<file path="src/rtl/mmio_disp_pkg.sv">
package mmio_disp_pkg;
  // access width code carried on up_size / dn_size
  typedef enum logic [1:0] {
    SZ_BYTE = 2'd0,
    SZ_HALF = 2'd1,
    SZ_WORD = 2'd2
  } acc_size_e;

  // id reserved for the built-in sink
  localparam int unsigned SINK_ID = 0;
endpackage

</file>
<file path="src/rtl/mmio_rst_sync.sv">
module mmio_rst_sync #(
  parameter int STAGES = 2
) (
  input  logic clk,
  input  logic rst_n_in,
  output logic rst_n_out
);
  logic [STAGES-1:0] chain_q;

  always_ff @(posedge clk or negedge rst_n_in) begin
    if (!rst_n_in) chain_q <= '0;
    else           chain_q <= {chain_q[STAGES-2:0], 1'b1};
  end

  assign rst_n_out = chain_q[STAGES-1];
endmodule

</file>
<file path="src/rtl/mmio_slot_table.sv">
module mmio_slot_table #(
  parameter int PAGE_BITS = 12,
  parameter int SLOT_BITS = 8,
  parameter int N_PORTS   = 4,
  parameter int TID_W     = 3,
  localparam int IDX_W    = PAGE_BITS - SLOT_BITS,
  localparam int SLOTS    = 1 << IDX_W
) (
  input  logic                         clk,
  input  logic                         rst_n,
  input  logic                         map_valid,
  input  logic [PAGE_BITS-1:0]         map_offset,
  input  logic [PAGE_BITS:0]           map_len,
  input  logic [TID_W-1:0]             map_target,
  output logic                         map_err,
  output logic [SLOTS-1:0][TID_W-1:0]  slot_tid
);
  localparam int SUM_W = PAGE_BITS + 2;

  logic [SLOTS-1:0][TID_W-1:0] tid_q, tid_nxt;
  logic                        err_q, err_nxt;
  logic [SUM_W-1:0]            span_end, last_byte;
  logic                        range_bad, tgt_bad, reject, apply;
  logic [IDX_W-1:0]            first_idx, last_idx;

  // range arithmetic, widened so that offset + length cannot wrap
  assign span_end  = SUM_W'(map_offset) + SUM_W'(map_len);
  assign last_byte = span_end - SUM_W'(1);
  assign range_bad = span_end > (SUM_W'(1) << PAGE_BITS);
  assign tgt_bad   = map_target > TID_W'(N_PORTS);
  assign reject    = map_valid && (range_bad || tgt_bad);
  assign apply     = map_valid && !reject && (map_len != '0);
  assign first_idx = map_offset[PAGE_BITS-1:SLOT_BITS];
  assign last_idx  = last_byte[PAGE_BITS-1:SLOT_BITS];

  // each entry compares its own index against the range bounds
  for (genvar s = 0; s < SLOTS; s++) begin : g_slot
    logic covered;
    assign covered = (IDX_W'(s) >= first_idx) && (IDX_W'(s) <= last_idx);
    always_comb begin
      tid_nxt[s] = tid_q[s];
      if (apply && covered) tid_nxt[s] = map_target;
    end
  end

  assign err_nxt = reject;

  always_ff @(posedge clk or negedge rst_n) begin
    if (!rst_n) begin
      tid_q <= '0;
      err_q <= 1'b0;
    end else begin
      if (apply) tid_q <= tid_nxt;
      err_q <= err_nxt;
    end
  end

  assign slot_tid = tid_q;
  assign map_err  = err_q;

  // a refused request must not have touched the table at that edge
  assert_refused_frozen_R2: assert property (@(posedge clk) disable iff (!rst_n)
    map_err |-> $stable(slot_tid));

  // no request, no change
  assert_idle_frozen_R3: assert property (@(posedge clk) disable iff (!rst_n)
    !map_valid |=> ($stable(slot_tid) && !map_err));

  // zero length with a legal id is a no-op
  assert_empty_range_R10: assert property (@(posedge clk) disable iff (!rst_n)
    (map_valid && map_len == '0 && map_target <= TID_W'(N_PORTS))
      |=> ($stable(slot_tid) && !map_err));
endmodule

</file>
<file path="src/rtl/mmio_route.sv">
module mmio_route
  import mmio_disp_pkg::*;
#(
  parameter int PAGE_BITS = 12,
  parameter int SLOT_BITS = 8,
  parameter int N_PORTS   = 4,
  parameter int TID_W     = 3,
  parameter int DATA_W    = 32,
  localparam int SLOTS    = 1 << (PAGE_BITS - SLOT_BITS)
) (
  input  logic                         clk,
  input  logic                         rst_n,
  input  logic                         up_valid,
  input  logic                         up_write,
  input  logic [1:0]                   up_size,
  input  logic [PAGE_BITS-1:0]         up_addr,
  input  logic [DATA_W-1:0]            up_wdata,
  output logic [DATA_W-1:0]            up_rdata,
  input  logic [SLOTS-1:0][TID_W-1:0]  slot_tid,
  output logic [N_PORTS-1:0]           dn_sel,
  output logic                         dn_write,
  output logic [1:0]                   dn_size,
  output logic [PAGE_BITS-1:0]         dn_addr,
  output logic [DATA_W-1:0]            dn_wdata,
  input  logic [N_PORTS*DATA_W-1:0]    dn_rdata
);
  logic [TID_W-1:0]  cur_tid;
  logic [DATA_W-1:0] rd_mux;

  assign cur_tid = slot_tid[up_addr[PAGE_BITS-1:SLOT_BITS]];

  for (genvar p = 0; p < N_PORTS; p++) begin : g_sel
    assign dn_sel[p] = up_valid && (cur_tid == TID_W'(p + 1));
  end

  // read return: select-driven mux, zero when nothing is read
  always_comb begin
    rd_mux = '0;
    for (int p = 0; p < N_PORTS; p++) begin
      if (dn_sel[p] && !up_write) rd_mux = dn_rdata[p*DATA_W +: DATA_W];
    end
  end

  assign up_rdata = rd_mux;
  assign dn_write = up_write;
  assign dn_size  = up_size;
  assign dn_addr  = up_addr;
  assign dn_wdata = up_wdata;

  assert_single_target_R1: assert property (@(posedge clk) disable iff (!rst_n)
    $onehot0(dn_sel) && (up_valid || dn_sel == '0));

  assert_sink_silent_R5: assert property (@(posedge clk) disable iff (!rst_n)
    (up_valid && cur_tid == TID_W'(SINK_ID)) |-> (dn_sel == '0 && up_rdata == '0));

  assert_write_no_rdata_R8: assert property (@(posedge clk) disable iff (!rst_n)
    up_write |-> (up_rdata == '0));
endmodule

</file>
<file path="src/rtl/mmio_subpage_dispatch.sv">
module mmio_subpage_dispatch #(
  parameter int PAGE_BITS = 12,
  parameter int SLOT_BITS = 8,
  parameter int N_PORTS   = 4,
  parameter int DATA_W    = 32,
  localparam int TID_W    = $clog2(N_PORTS + 1),
  localparam int SLOTS    = 1 << (PAGE_BITS - SLOT_BITS)
) (
  input  logic                       clk,
  input  logic                       rst_n,
  input  logic                       up_valid,
  input  logic                       up_write,
  input  logic [1:0]                 up_size,
  input  logic [PAGE_BITS-1:0]       up_addr,
  input  logic [DATA_W-1:0]          up_wdata,
  output logic [DATA_W-1:0]          up_rdata,
  output logic [N_PORTS-1:0]         dn_sel,
  output logic                       dn_write,
  output logic [1:0]                 dn_size,
  output logic [PAGE_BITS-1:0]       dn_addr,
  output logic [DATA_W-1:0]          dn_wdata,
  input  logic [N_PORTS*DATA_W-1:0]  dn_rdata,
  input  logic                       map_valid,
  input  logic [PAGE_BITS-1:0]       map_offset,
  input  logic [PAGE_BITS:0]         map_len,
  input  logic [TID_W-1:0]           map_target,
  output logic                       map_err
);
  logic                        rst_n_sync;
  logic [SLOTS-1:0][TID_W-1:0] slot_tid;

  mmio_rst_sync #(.STAGES(2)) i_rst_sync (
    .clk       (clk),
    .rst_n_in  (rst_n),
    .rst_n_out (rst_n_sync)
  );

  mmio_slot_table #(
    .PAGE_BITS (PAGE_BITS),
    .SLOT_BITS (SLOT_BITS),
    .N_PORTS   (N_PORTS),
    .TID_W     (TID_W)
  ) i_table (
    .clk        (clk),
    .rst_n      (rst_n_sync),
    .map_valid  (map_valid),
    .map_offset (map_offset),
    .map_len    (map_len),
    .map_target (map_target),
    .map_err    (map_err),
    .slot_tid   (slot_tid)
  );

  mmio_route #(
    .PAGE_BITS (PAGE_BITS),
    .SLOT_BITS (SLOT_BITS),
    .N_PORTS   (N_PORTS),
    .TID_W     (TID_W),
    .DATA_W    (DATA_W)
  ) i_route (
    .clk      (clk),
    .rst_n    (rst_n_sync),
    .up_valid (up_valid),
    .up_write (up_write),
    .up_size  (up_size),
    .up_addr  (up_addr),
    .up_wdata (up_wdata),
    .up_rdata (up_rdata),
    .slot_tid (slot_tid),
    .dn_sel   (dn_sel),
    .dn_write (dn_write),
    .dn_size  (dn_size),
    .dn_addr  (dn_addr),
    .dn_wdata (dn_wdata),
    .dn_rdata (dn_rdata)
  );
endmodule

</file>
<file path="config.mk">
export PLATFORM = sky130hd
export DESIGN_NAME = mmio_subpage_dispatch
export DESIGN_NICKNAME = d
export VERILOG_FILES = /design/src/rtl/mmio_disp_pkg.sv /design/src/rtl/mmio_rst_sync.sv /design/src/rtl/mmio_slot_table.sv /design/src/rtl/mmio_route.sv /design/src/rtl/mmio_subpage_dispatch.sv
export SDC_FILE = /design/constraint.sdc
export NUM_CORES = 1
export LEC_CHECK = 0
export BUFFER_PORTS_ARGS = -buffer_cell sky130_fd_sc_hd__buf_4
export CAP_MARGIN = 0
export CELL_PAD_IN_SITES_DETAIL_PLACEMENT = 0
export CELL_PAD_IN_SITES_GLOBAL_PLACEMENT = 1
export CORE_ASPECT_RATIO = 1.1
export CORE_MARGIN = 2
export CORE_UTILIZATION = 28
export CTS_CLUSTER_SIZE = 10
export DETAILED_ROUTE_END_ITERATION = 10
export PLACE_DENSITY = 0.76
export SYNTH_ARGS = -nofsm -noshare
export SYNTH_HDL_FRONTEND = slang
export SYNTH_SLANG_ARGS = --single-unit
export TNS_END_PERCENT = 1
</file>
<file path="constraint.sdc">
create_clock -name clk -period 3.41 [get_ports clk]
set_clock_uncertainty 0.2 [all_clocks]
set_input_delay 0.5115 -clock clk [delete_from_list [all_inputs] [get_ports clk]]
set_output_delay 0.5115 -clock clk [all_outputs]
set_load 0.02 [all_outputs]
</file>
-- Word level (Yosys, flattened, before mapping)
Cells that the tools add are included.
- register bits: 51
- word-level logic and storage cells: 128
- add/subtract/negate cells: 2
- order comparisons: 35
- equality and inequality tests: 4
- multiplexer cells: 6
- reduce and logical (&&, ||, !) cells: 63
- operators with widths (kind ; number):
    two-way mux 32 bit ; 4
    logical AND 1 bit ; 43
    greater-or-equal comparator 4 bit (first input constant) ; 8
    <= comparator 4 bit (first input constant) ; 8
    AND reduction 2 bit ; 16
    greater-or-equal comparator 3 x 4 -> 1 bit (first input constant) ; 4
    <= comparator 3 x 4 -> 1 bit (first input constant) ; 4
    adder 12 x 13 -> 14 bit ; 1
    greater-than comparator 14 x 13 -> 1 bit (second input constant) ; 1
    nonzero test 13 bit ; 1
    binary-select mux 3 bit (select 4 bit) ; 1
    subtractor 12 x 1 -> 12 bit (second input constant) ; 1
    greater-or-equal comparator 1 x 4 -> 1 bit (first input constant) ; 2
    greater-or-equal comparator 2 x 4 -> 1 bit (first input constant) ; 2
    <= comparator 1 x 4 -> 1 bit (first input constant) ; 2
    <= comparator 2 x 4 -> 1 bit (first input constant) ; 2
    equality test 3 x 2 -> 1 bit (second input constant) ; 2
    < comparator 4 x 5 -> 1 bit (second input constant) ; 1
    equality test 3 x 1 -> 1 bit (second input constant) ; 1
    equality test 3 bit (second input constant) ; 1
    greater-than comparator 3 bit (second input constant) ; 1
    two-way mux 3 bit ; 1
    zero test 1 bit ; 2
    logical OR 1 bit ; 1

-- Logic depth before layout (Yosys ltp)
Gate-level depths: netlist (run 1).
- depth in word-level cells: 9
- mapped depth: 11

-- By module
A second synthesis (run 1) with hierarchy kept.
- cells, all modules: 501
- area, all modules: 5170.0 um2
- by module, submodules not included (module ; times used ; cells an instance ; area each (um2) ; sequential area each (um2)):
    mmio_slot_table ; 1 ; 257 ; 2857.7 ; 1226.2
    mmio_route ; 1 ; 241 ; 2258.4 ; 0.0
    mmio_rst_sync ; 1 ; 3 ; 53.8 ; 50.0

-- Worst setup path after synthesis (run 1)
OpenSTA, ideal clock, no wires.
- kind: input-to-output
- start: input port up_addr[8]
- end: output port up_rdata[10]
- data arrival time: 3.504 ns
- setup slack: -0.806 ns
- stages: 9
- path through: buf_2 mux4_2 mux4_2 nor2b_1 nor3b_1 nor2b_1 buf_2 a221oi_1 a21oi_1
- elaborated cells between the ends (all ways): 18
- classes of those cells: eq/ne (4); mux (6); reduce/logical (8)
- RTL lines (element ; RTL line ; text):
    from (decl) ; mmio_subpage_dispatch.sv:14 ; input logic [PAGE_BITS-1:0] up_addr,
    binary-select mux 3 bit (select 4 bit) ; mmio_route.sv:30 ; assign cur_tid = slot_tid[up_addr[PAGE_BITS-1:SLOT_BITS]];
    two-way mux 3 bit (not written as such) ; mmio_route.sv:30 ;
    equality test 3 x 2 -> 1 bit ; mmio_route.sv:33 ; assign dn_sel[p] = up_valid && (cur_tid == TID_W'(p + 1));
    logical AND 1 bit ; mmio_route.sv:33 ;
    named net dn_sel[1] ; mmio_subpage_dispatch.sv:17 ; output logic [N_PORTS-1:0] dn_sel,
    logical AND 1 bit ; mmio_route.sv:40 ; if (dn_sel[p] && !up_write) rd_mux = dn_rdata[p*DATA_W +: DATA_W];
    two-way mux 32 bit (3 in a row) ; mmio_route.sv:40 ;
    to (decl) ; mmio_subpage_dispatch.sv:16 ; output logic [DATA_W-1:0] up_rdata,
The timed path passes the listed nets, and every way through them passes these cells. The select of a mux whose other input is x is not followed.

-- Worst setup path in the final report (run 1)
- start: input port up_addr[8]
- end: output port up_rdata[23]
- word-level cells in the longest chain between the ends: 9
- elaborated cells between the ends (all ways): 18
- classes of those cells: eq/ne (4); mux (6); reduce/logical (8)
- RTL lines (element ; RTL line):
    binary-select mux 3 bit (select 4 bit) * ; mmio_route.sv:30
    two-way mux 3 bit (not written as such) * ; mmio_route.sv:30
    equality test 3 x 1 -> 1 bit ; mmio_route.sv:33
    logical AND 1 bit ; mmio_route.sv:33
    logical AND 1 bit ; mmio_route.sv:40
    two-way mux 32 bit (3 in a row) ; mmio_route.sv:40
    two-way mux 32 bit * ; mmio_route.sv:40
Mark *: on every way between the ends. The rest lies on a longest branch, timed or not. The select of a mux whose other input is x is not followed.

==> impl_metrics.env, run 1 <==
export IMPL_status="finished, violations left"
export IMPL_violations="setup timing"
export IMPL_final_cells=942
export IMPL_vias=5080
export IMPL_fmax_ghz=0.266
export IMPL_setup_viol=61
export IMPL_clk_pin_slew_worst_paths_ns=0.06
export IMPL_start_util_pct=28.2
export IMPL_tns_ns=-10.67
export IMPL_wire_per_inst_microns=22.9
export IMPL_clockBufferDepth=2
export IMPL_async_flop_share_pct=100
export IMPL_rr_startpoint="i_rst_sync.chain_q[1]"
export IMPL_ys_types=74
export IMPL_drt_total_wl_mm=21.6
export IMPL_cts_sinks=51
export IMPL_grt_max_degree=50
export IMPL_avgSynthCellArea_sq_um=9.39
export IMPL_path_max_fanout=7
export IMPL_drv_slew=0
export IMPL_syn_nets=707
export IMPL_drt_iter0_drc=347
export IMPL_grt_antenna_before_repair=0
export IMPL_ys_ff_latch=51
export IMPL_final_layout_size_suffix_gt1_share_pct=63.8
export IMPL_place_inst=921
export IMPL_final_hold_viol_count=0
export IMPL_via_per_inst=5.39
export IMPL_num_rows=49
export IMPL_synth_ff_type="dfrtp_1"
export IMPL_dp_hpwl_mm=17.9
export IMPL_dieWidth_microns=126
export IMPL_worst_ep_required_time_ns=2.70
export IMPL_power_density_nw_per_um2=479
export IMPL_p_leak_nw=3.35
export IMPL_hold_start="i_rst_sync.chain_q[0]"
export IMPL_worst_setup_path_start_kind="input pin"
export IMPL_ff2ff_setup_slack_ns=2.10
export IMPL_critPathLaunch="up_addr[8]"
export IMPL_yosysWarnings=0
export IMPL_insertedDiodeCount=0
export IMPL_grt_usage_pct=23.9
export IMPL_area_delta_synth_final_pct=64.1
export IMPL_setup_ws_ns=-0.350
export IMPL_min_period_ns=3.76
export IMPL_synth_most_common_cell="dfrtp_1"
export IMPL_rsz0062_at_grt="true"
export IMPL_htreeDepth=2
export IMPL_maxCapViolCount=0
export IMPL_grt_pass1_wl_mm=31.9
export IMPL_fin_crit_sh_pct=110
export IMPL_die_height_microns=138
export IMPL_io_pins=291
export IMPL_syn_inst=487
export IMPL_route_detailed_drc=0
export IMPL_cts_root_buf="clkbuf_16"
export IMPL_top_layer_used="met4"
export IMPL_synth_seq_area_share_pct=27.9
export IMPL_path_class="input pin to output pin"
export IMPL_tightestPinTransition_ns=1.05
export IMPL_ant_nets=0
export IMPL_vdd_ir_drop_max_uv=246
export IMPL_hold_path_class="flop to flop"
export IMPL_synth_area_leader_cell="dfrtp_1"
export IMPL_dr_wl_met3_mm=2.06
export IMPL_wl_met2_mm=10.6
export IMPL_cts_tree="done"
export IMPL_cp_arrival_ns=3.05
export IMPL_synth_top_area_share_pct=27.9
export IMPL_core_area_sq_um=16200
export IMPL_first_pass_iters=5
export IMPL_gp_congestion=1.00
export IMPL_wl_met1_mm=8.28
export IMPL_slew_headroom_pct=29.9
export IMPL_fillCellCount=1514
export IMPL_insertion_delay_ns=0.29
export IMPL_synth_edf_count=0
export IMPL_syn_cell_area_sq_um=4570
export IMPL_synth_area_top_cells="dfrtp_1 (28%), mux2_2 (12%), buf_4 (7.7%)"
export IMPL_overflow=0
export IMPL_cts_buffers=5
export IMPL_numPortBuffers=206
export IMPL_final_nets=957
export IMPL_die_area_sq_um=17400
export IMPL_grt_pass1_vias=5179
export IMPL_end_kind="output pin"
export IMPL_yosys_top_cells_count="dfrtp_1 (51), mux2_2 (48), nand2_1 (48)"
[flip-flops by register name, summed over array words and instances (netlist names)]
| register | cells |
|---|---|
| i_table.map_err | 1 |
| i_table.slot_tid | 48 |
| i_rst_sync.chain_q | 2 |
[metrics by stage]
step | area (sq um) | hold slack, ns | worst slack (ns) | util, % | power [mW]
after global routing | 7500 | 0.181 | -0.392 | 46.3 | 3.78
after global placement | 6970 | 0.0956 | -0.663 | 43.1 | 2.81
after CTS | 7410 | 0.154 | -0.315 | 45.8 | 3.57
after detailed placement | 6970 | 0.0965 | -0.745 | 43.1 | 2.87
after floorplan | 4820 | 0.0159 | -0.212 | - | 2.07
final | 7500 | 0.150 | -0.350 | 46.3 | 3.59
[layout by cell type, fill, tap and decap left out, types with 4 or more instances in the layout]
cell type  count
buf_6         13
a221oi_1      25
nor3_1         7
a21oi_2       30
o211ai_1       5
o21ai_0        8
nor2_1        46
a31oi_1        5
clkbuf_16      5
nand2_1       47
dfrtp_1       50
inv_1          5
mux2_2        45
ha_1           7
buf_4        289
buf_12         9
nor3_2         4
nand2b_1       5
a221oi_2       5
mux4_2        15
[kinds of logic (layout without fill, tap and decap cells)]
logic type	count (synthesis)	count (layout)	synth area share, %
other cells	1	1	0.0820
simple gates	150	151	16.0
compound gates	129	129	22.1
fa+ha+maj	13	13	3.72
mux	63	63	19.2
xor+xnor	3	3	0.575
buf+inv	77	327	10.3
flops	51	51	27.9
[critical path, stage by stage]
cell      delay, ns
buf_12         0.11
buf_12         0.13
mux4_2         0.52
mux4_2         0.56
inv_1          0.14
nor3b_4        0.07
nor2b_4        0.14
buf_4          0.17
a221oi_1       0.42
a21oi_2        0.12
buf_6          0.15
[layer usage]
metal,up-vias,GRT usage [%]
met5,-,0
met4,0,6.59
met3,28,8.44
met2,257,41.3
met1,2473,28.0
li1,2322,-
[area by class of cell]
type,instances,area (sq um),area share (%)
Inverter,6,22.5,0.300
Sequential cell,51,1280,17.0
Multi-Input combinational cell,360,3230,43.0
Clock inverter,2,38.8,0.517
Tap cell,204,255,3.40
Clock buffer,6,139,1.85
Timing Repair Buffer,313,2540,33.9
[repair_timing]
action,in CTS,in global routing
setup buffers,7,2
pin swaps,9,9
hold buffers,1,0
hold endpoints to repair,2,0
setup endpoints to repair,80,80
gates cloned,3,0
resized for setup,31,16
[path summary, 6_finish.rpt]
kind	to	cells past startpoint
hold / removal	i_rst_sync.chain_q[1]	0
hold reg to reg	i_rst_sync.chain_q[1]	0
min in group asynchronous	i_table.slot_tid[30]	0
setup / recovery	up_rdata[23]	11
setup reg to reg	i_table.slot_tid[45]	0
max in group asynchronous	i_table.slot_tid[45]	0
[power by group]
part | internal, mW | switching [mW]
registers | 0.856 | 0.165
logic | 1.09 | 0.887
clock network | 0.369 | 0.224
Note: power is estimated with default switching activity, not from simulation.
==> run 2, diff against run 1 <==
--- a/config.mk
+++ b/config.mk
@@ -14,6 +14,7 @@
 export CORE_UTILIZATION = 28
 export CTS_CLUSTER_SIZE = 10
 export DETAILED_ROUTE_END_ITERATION = 10
+export GPL_TIMING_DRIVEN = 0
 export PLACE_DENSITY = 0.76
 export SYNTH_ARGS = -nofsm -noshare
 export SYNTH_HDL_FRONTEND = slang
==> run 2 against run 1 <==
  * The flow still finishes with violations (setup timing)
  * Combinational power about the same
  * Power shrank 2.8%
  * Via count is essentially flat
  * Clock power down 6.2%
  * Worst setup slack got worse by 0.12 ns
  * Critical path type unchanged
  * Critical endpoint is now up_rdata[28]
  * Largest cell class unchanged
  * Highest routed layer unchanged
==> impl_metrics.env, run 2 (synthesis gave the netlist of run 1 again) <==
export IMPL_grt_usage_pct=22.4
export IMPL_insertedDiodeCount=0
export IMPL_cts_root_buf="clkbuf_16"
export IMPL_dieWidth_microns=126
export IMPL_pwr_share_clk_pct=15.9
export IMPL_max_stage_delay_ns=0.60
export IMPL_start_util_pct=28.2
export IMPL_status="finished, violations left"
export IMPL_switching_share_pct=36.9
export IMPL_drv_slew=0
export IMPL_dp_hpwl_mm=16.7
export IMPL_power_density_nw_per_um2=460
export IMPL_path_max_fanout=10
export IMPL_grt_pass1_wl_mm=30.5
export IMPL_htreeDepth=2
export IMPL_p_leak_nw=3.43
export IMPL_fin_crit_sh_pct=114
export IMPL_hold_path_class="flop to async pin"
export IMPL_rsz0062_at_grt="true"
export IMPL_insertion_delay_ns=0.29
export IMPL_min_period_ns=3.88
export IMPL_vias=5082
export IMPL_worst_setup_path_start_kind="input pin"
export IMPL_route_detailed_drc=0
export IMPL_final_cells=964
export IMPL_p_switching_mw=1.29
export IMPL_tightestPinTransition_ns=0.590
export IMPL_p_int_mw=2.20
export IMPL_power_mw=3.49
export IMPL_numPortBuffers=246
export IMPL_cts_tree="done"
export IMPL_end_kind="output pin"
export IMPL_clk_pin_slew_worst_paths_ns=0.07
export IMPL_place_inst=938
export IMPL_grt_max_degree=36
export IMPL_die_area_sq_um=17400
export IMPL_fillCellCount=1561
export IMPL_p_seq_share_pct=28.1
export IMPL_setup_ws_ns=-0.475
export IMPL_vdd_ir_drop_max_uv=327
export IMPL_overflow=0
export IMPL_setup_viol=80
export IMPL_first_pass_iters=5
export IMPL_final_nets=979
export IMPL_grt_antenna_before_repair=0
export IMPL_crit_path_top_delay_cell="mux4_2"
export IMPL_final_core_utilization_pct=46.9
export IMPL_num_rows=49
export IMPL_cts_buffers=5
export IMPL_final_hold_viol_count=0
export IMPL_wire_per_inst_microns=21.1
export IMPL_violations="setup timing"
export IMPL_dpl_cell_area_sq_um=6950
export IMPL_cp_arrival_ns=3.17
export IMPL_die_height_microns=138
export IMPL_via_per_inst=5.27
export IMPL_core_area_sq_um=16200
export IMPL_area_delta_synth_final_pct=66.2
export IMPL_tns_ns=-18.36
export IMPL_combPwrFrac_pct=56.0
export IMPL_path_cells="buf_12, buf_12, mux4_2, mux4_2, buf_4, nor3b_4, nor2b_4, buf_6, a221oi_1, a21oi_2, buf_4"
export IMPL_cts_sinks=51
export IMPL_maxCapViolCount=0
export IMPL_gp_congestion=0.933
export IMPL_slew_headroom_pct=60.7
export IMPL_drt_total_wl_mm=20.3
export IMPL_io_pins=291
export IMPL_grt_pass1_vias=5200
export IMPL_largest_register_ffs=48
export IMPL_final_common_cell="buf_4"
export IMPL_final_cell_area_sq_um=7600
export IMPL_worst_ep_required_time_ns=2.70
export IMPL_fmax_ghz=0.257
export IMPL_drt_iter0_drc=326
export IMPL_final_layout_size_suffix_gt1_share_pct=64.3
export IMPL_ant_nets=0
export IMPL_path_class="input pin to output pin"
export IMPL_clockBufferDepth=2
export IMPL_layout_common_cells="buf_4 (304), dfrtp_1 (50), nor2_1 (46), nand2_1 (46), mux2_2 (45)"
==> run 2: cell count changes in the layout (fill, tap and decap cells not counted), moves of 3 or more <==
cell	before	now
buf_4	289	304
nor3_4	2	5
clkbuf_4	0	4
buf_12	9	4
clkbuf_8	1	4
clkbuf_2	0	4
buf_6	13	8
clkbuf_1	0	4
==> run 2: final timing paths <==
| kind | start | endpoint | slack, ns | cells past startpoint |
|---|---|---|---|---|
| setup reg to reg | i_rst_sync.chain_q[1] | i_table.slot_tid[25] | 2.05 | 1 |
| max in group asynchronous | i_rst_sync.chain_q[1] | i_table.slot_tid[25] | 2.05 | 1 |
| setup / recovery | up_addr[8] | up_rdata[28] | -0.47 | 11 |
| hold / removal | i_rst_sync.chain_q[1] | i_table.slot_tid[45] | 0.05 | 1 |
| min in group clk | i_rst_sync.chain_q[0] | i_rst_sync.chain_q[1] | 0.16 | 0 |
| hold reg to reg | i_rst_sync.chain_q[1] | i_table.slot_tid[45] | 0.05 | 1 |
==> run 2: layout make-up <==
| type | count | area [sq um] | share of cell area, % |
|---|---|---|---|
| Clock buffer | 6 | 129 | 1.70 |
| Clock inverter | 2 | 37.5 | 0.494 |
| Buffer | 70 | 549 | 7.23 |
| Tap cell | 204 | 255 | 3.36 |
| Multi-Input combinational cell | 359 | 3230 | 42.6 |
| Timing Repair Buffer | 266 | 2090 | 27.5 |
| Sequential cell | 51 | 1280 | 16.8 |
| Inverter | 6 | 22.5 | 0.296 |
==> run 2: worst max-delay path: cells and delay by family <==
kind / cells / cell delay, ns
AOI/OAI and AO/OA: 2 / 0.34
buffers and inverters: 5 / 0.80
muxes: 2 / 1.12
and+or+nand+nor: 2 / 0.39
==> run 2: timing repair <==
item,in CTS,in global routing
hold buffers,3,0
endpoints found under the hold margin,6,0
setup endpoints to repair,81,80
cloned,3,0
pin swaps,10,6
setup buffers,13,0
resized for setup,60,27
==> run 2: metrics by stage <==
step	hold slack, ns	setup WS, ns
final	0.0532	-0.475
after global routing	0.0771	-0.523
after CTS	0.0600	-0.402
after detailed placement	-0.0121	-1.11
after global placement	0.0949	-1.12
after floorplan	0.0159	-0.212
==> run 2: power by group through the flow <==
stage / clock network, mW / registers, mW / logic, mW
4_1_cts: 0.568 / 0.979 / 1.92
5_1_grt: 0.599 / 1.01 / 2.08
3_5_place_dp: 0 / 0.994 / 1.77
2_1_floorplan: 0 / 0.949 / 1.12
3_3_place_gp: 0 / 0.971 / 1.72
6_report: 0.556 / 0.981 / 1.95
==> run 2: metal layers <==
| layer | vias up | global-route usage, % | routed length, microns |
|---|---|---|---|
| met2 | 210 | 39.5 | 10400 |
| met1 | 2483 | 28.3 | 8150 |
| met3 | 24 | 3.79 | 1300 |
| met5 | - | 0 | 0 |
| met4 | 0 | 5.84 | 503 |
| li1 | 2365 | - | - |
==> run 3, diff against run 2 <==
--- a/config.mk
+++ b/config.mk
@@ -15,7 +15,7 @@
 export CTS_CLUSTER_SIZE = 10
 export DETAILED_ROUTE_END_ITERATION = 10
 export GPL_TIMING_DRIVEN = 0
-export PLACE_DENSITY = 0.76
+export PLACE_DENSITY = 0.89
 export SYNTH_ARGS = -nofsm -noshare
 export SYNTH_HDL_FRONTEND = slang
 export SYNTH_SLANG_ARGS = --single-unit
==> run 3 against run 2 <==
  * The run still ends with setup timing left
  * Fmax up 2.7%
  * Hold slack got worse by 0.0039 ns
  * Sequential power is 1% higher
  * Non-clock buffer count decreased by 5
  * Die area stayed put
  * Critical path depth unchanged
  * Worst setup slack better by 0.10 ns
  * Critical path type unchanged
  * Largest cell class unchanged
==> impl_metrics.env, run 3 (synthesis gave the netlist of run 1 again) <==
export IMPL_fmax_ghz=0.264
export IMPL_htreeDepth=2
export IMPL_drt_total_wl_mm=19.1
export IMPL_cts_tree="done"
export IMPL_slew_headroom_pct=54.5
export IMPL_start_util_pct=28.2
export IMPL_largest_register_ffs=48
export IMPL_final_core_utilization_pct=47.3
export IMPL_grt_usage_pct=21.2
export IMPL_final_layout_size_suffix_gt1_share_pct=65.0
export IMPL_route_detailed_drc=0
export IMPL_cts_root_buf="clkbuf_16"
export IMPL_vdd_ir_drop_max_uv=269
export IMPL_wire_per_inst_microns=19.9
export IMPL_core_area_sq_um=16200
export IMPL_timing_hold_ws_ns=0.0493
export IMPL_clk_pin_slew_worst_paths_ns=0.07
export IMPL_die_area_sq_um=17400
export IMPL_layout_common_cells="buf_4 (284), dfrtp_1 (50), nand2_1 (46)"
export IMPL_drv_slew=0
export IMPL_globalRouteMet2Util_pct=39.0
export IMPL_grt_use_met3_pct=3.29
export IMPL_grt_max_degree=43
export IMPL_overflow=0
export IMPL_worst_setup_path_start_kind="input pin"
export IMPL_maxCapViolCount=0
export IMPL_path_max_fanout=7
export IMPL_insertion_delay_ns=0.29
export IMPL_ff2ff_setup_slack_ns=2.24
export IMPL_cts_sinks=51
export IMPL_grt_pass1_wl_mm=29.2
export IMPL_final_cell_area_sq_um=7660
export IMPL_status="finished, violations left"
export IMPL_rsz0062_at_grt="true"
export IMPL_drt_iter0_drc=301
export IMPL_tightestPinTransition_ns=0.679
export IMPL_grt_antenna_before_repair=2
export IMPL_rr_startpoint="i_rst_sync.chain_q[1]"
export IMPL_worst_ep_required_time_ns=2.70
export IMPL_gp_congestion=0.874
export IMPL_dp_worst_setup_slack_ns=-1.22
export IMPL_min_period_ns=3.78
export IMPL_fillCellCount=1554
export IMPL_hold_path_class="flop to async pin"
export IMPL_p_leak_nw=3.42
export IMPL_area_delta_synth_final_pct=67.5
export IMPL_grt_use_met1_pct=25.8
export IMPL_num_rows=49
export IMPL_reg2reg_to="i_table.slot_tid[0]"
export IMPL_path_class="input pin to output pin"
export IMPL_power_density_nw_per_um2=455
export IMPL_final_common_cell="buf_4"
export IMPL_io_pins=291
export IMPL_setup_ws_ns=-0.372
export IMPL_vias=5034
export IMPL_cts_buffers=5
export IMPL_final_hold_viol_count=0
export IMPL_dp_hpwl_mm=15.7
export IMPL_end_kind="output pin"
export IMPL_busiest_layer="met2"
export IMPL_violations="setup timing"
export IMPL_die_height_microns=138
export IMPL_grt_pass1_vias=5050
export IMPL_fin_crit_sh_pct=111
export IMPL_dpl_cell_area_sq_um=6950
export IMPL_ant_nets=0
export IMPL_dieWidth_microns=126
export IMPL_first_pass_iters=5
export IMPL_power_mw=3.48
export IMPL_final_nets=974
export IMPL_setup_viol=67
export IMPL_r2r_cells=1
export IMPL_numPortBuffers=246
export IMPL_cp_arrival_ns=3.07
export IMPL_via_per_inst=5.24
export IMPL_clockBufferDepth=2
[run 3: changes by cell type in the layout (fill, tap and decap cells not counted), moves of 2 or more]
cell,change
ha_1,-3
buf_6,+14
nand3_2,-2
buf_4,-20
o2111ai_2,+2
clkinv_2,+2
ha_2,+2
o2111ai_1,-2
o21ai_1,+2
o21ai_0,-2
nand3_1,+2
[run 3: repair_timing]
action	CTS	global route
pin swaps	17	8
hold buffers	2	0
buffers inserted	7	2
cloned	3	0
setup endpoints to repair	81	80
resized for setup	88	25
endpoints found under the hold margin	9	0
[run 3: how the worst max path moves through the flow]
| stage | from | to | slack [ns] | cells after the start |
|---|---|---|---|---|
| after floorplan | map_offset[8] | i_table.slot_tid[33] | -0.21 | 9 |
| after global placement | up_addr[8] | up_rdata[25] | -1.23 | 11 |
| after detailed placement | up_addr[8] | up_rdata[28] | -1.22 | 11 |
| after CTS | up_addr[8] | up_rdata[11] | -0.40 | 12 |
| after global routing | up_addr[8] | up_rdata[2] | -0.47 | 11 |
| final | up_addr[8] | up_rdata[2] | -0.37 | 11 |
[run 3: stage by stage]
stage | std cells | setup TNS [ns]
floorplan | 487 | -9.25
global placement | 937 | -64.05
detailed placement | 938 | -64.32
CTS | 958 | -13.01
global route | 959 | -20.44
finish | 960 | -13.03
[run 3: worst max-delay path, cell delays in order]
cell and delay (ns):
buf_12 0.10, buf_12 0.13, mux4_2 0.52, mux4_2 0.54, nor2b_4 0.14, nor3b_4 0.19
nor2b_4 0.32, buf_4 0.20, a221oi_1 0.10, a21oi_2 0.15, buf_6 0.15
[run 3: area by class of cell]
type,count,area [sq um],area share (%)
multi-input combinational,359,3310,43.2
timing repair buffer,260,2070,27.1
clock inverter,3,18.8,0.245
antenna,1,2.50,0.0327
buffer,71,569,7.44
sequential,51,1280,16.7
clock buffer,5,125,1.63
tap,204,255,3.33
inverter,6,25.0,0.327
[run 3: layer usage]
layer	up-vias	wire length, microns	part of all wire (%)
li1	2355	-	-
met1	2448	7560	40
met2	208	9810	51
met3	21	1350	7.1
met4	2	380	2.0
met5	-	11	0.058
[run 3: report_power, final]
part | internal (mW) | leakage, nW | switching (mW)
combinational | 1.04 | 2.71 | 0.948
clock | 0.272 | 0.0740 | 0.229
sequential | 0.856 | 0.637 | 0.136
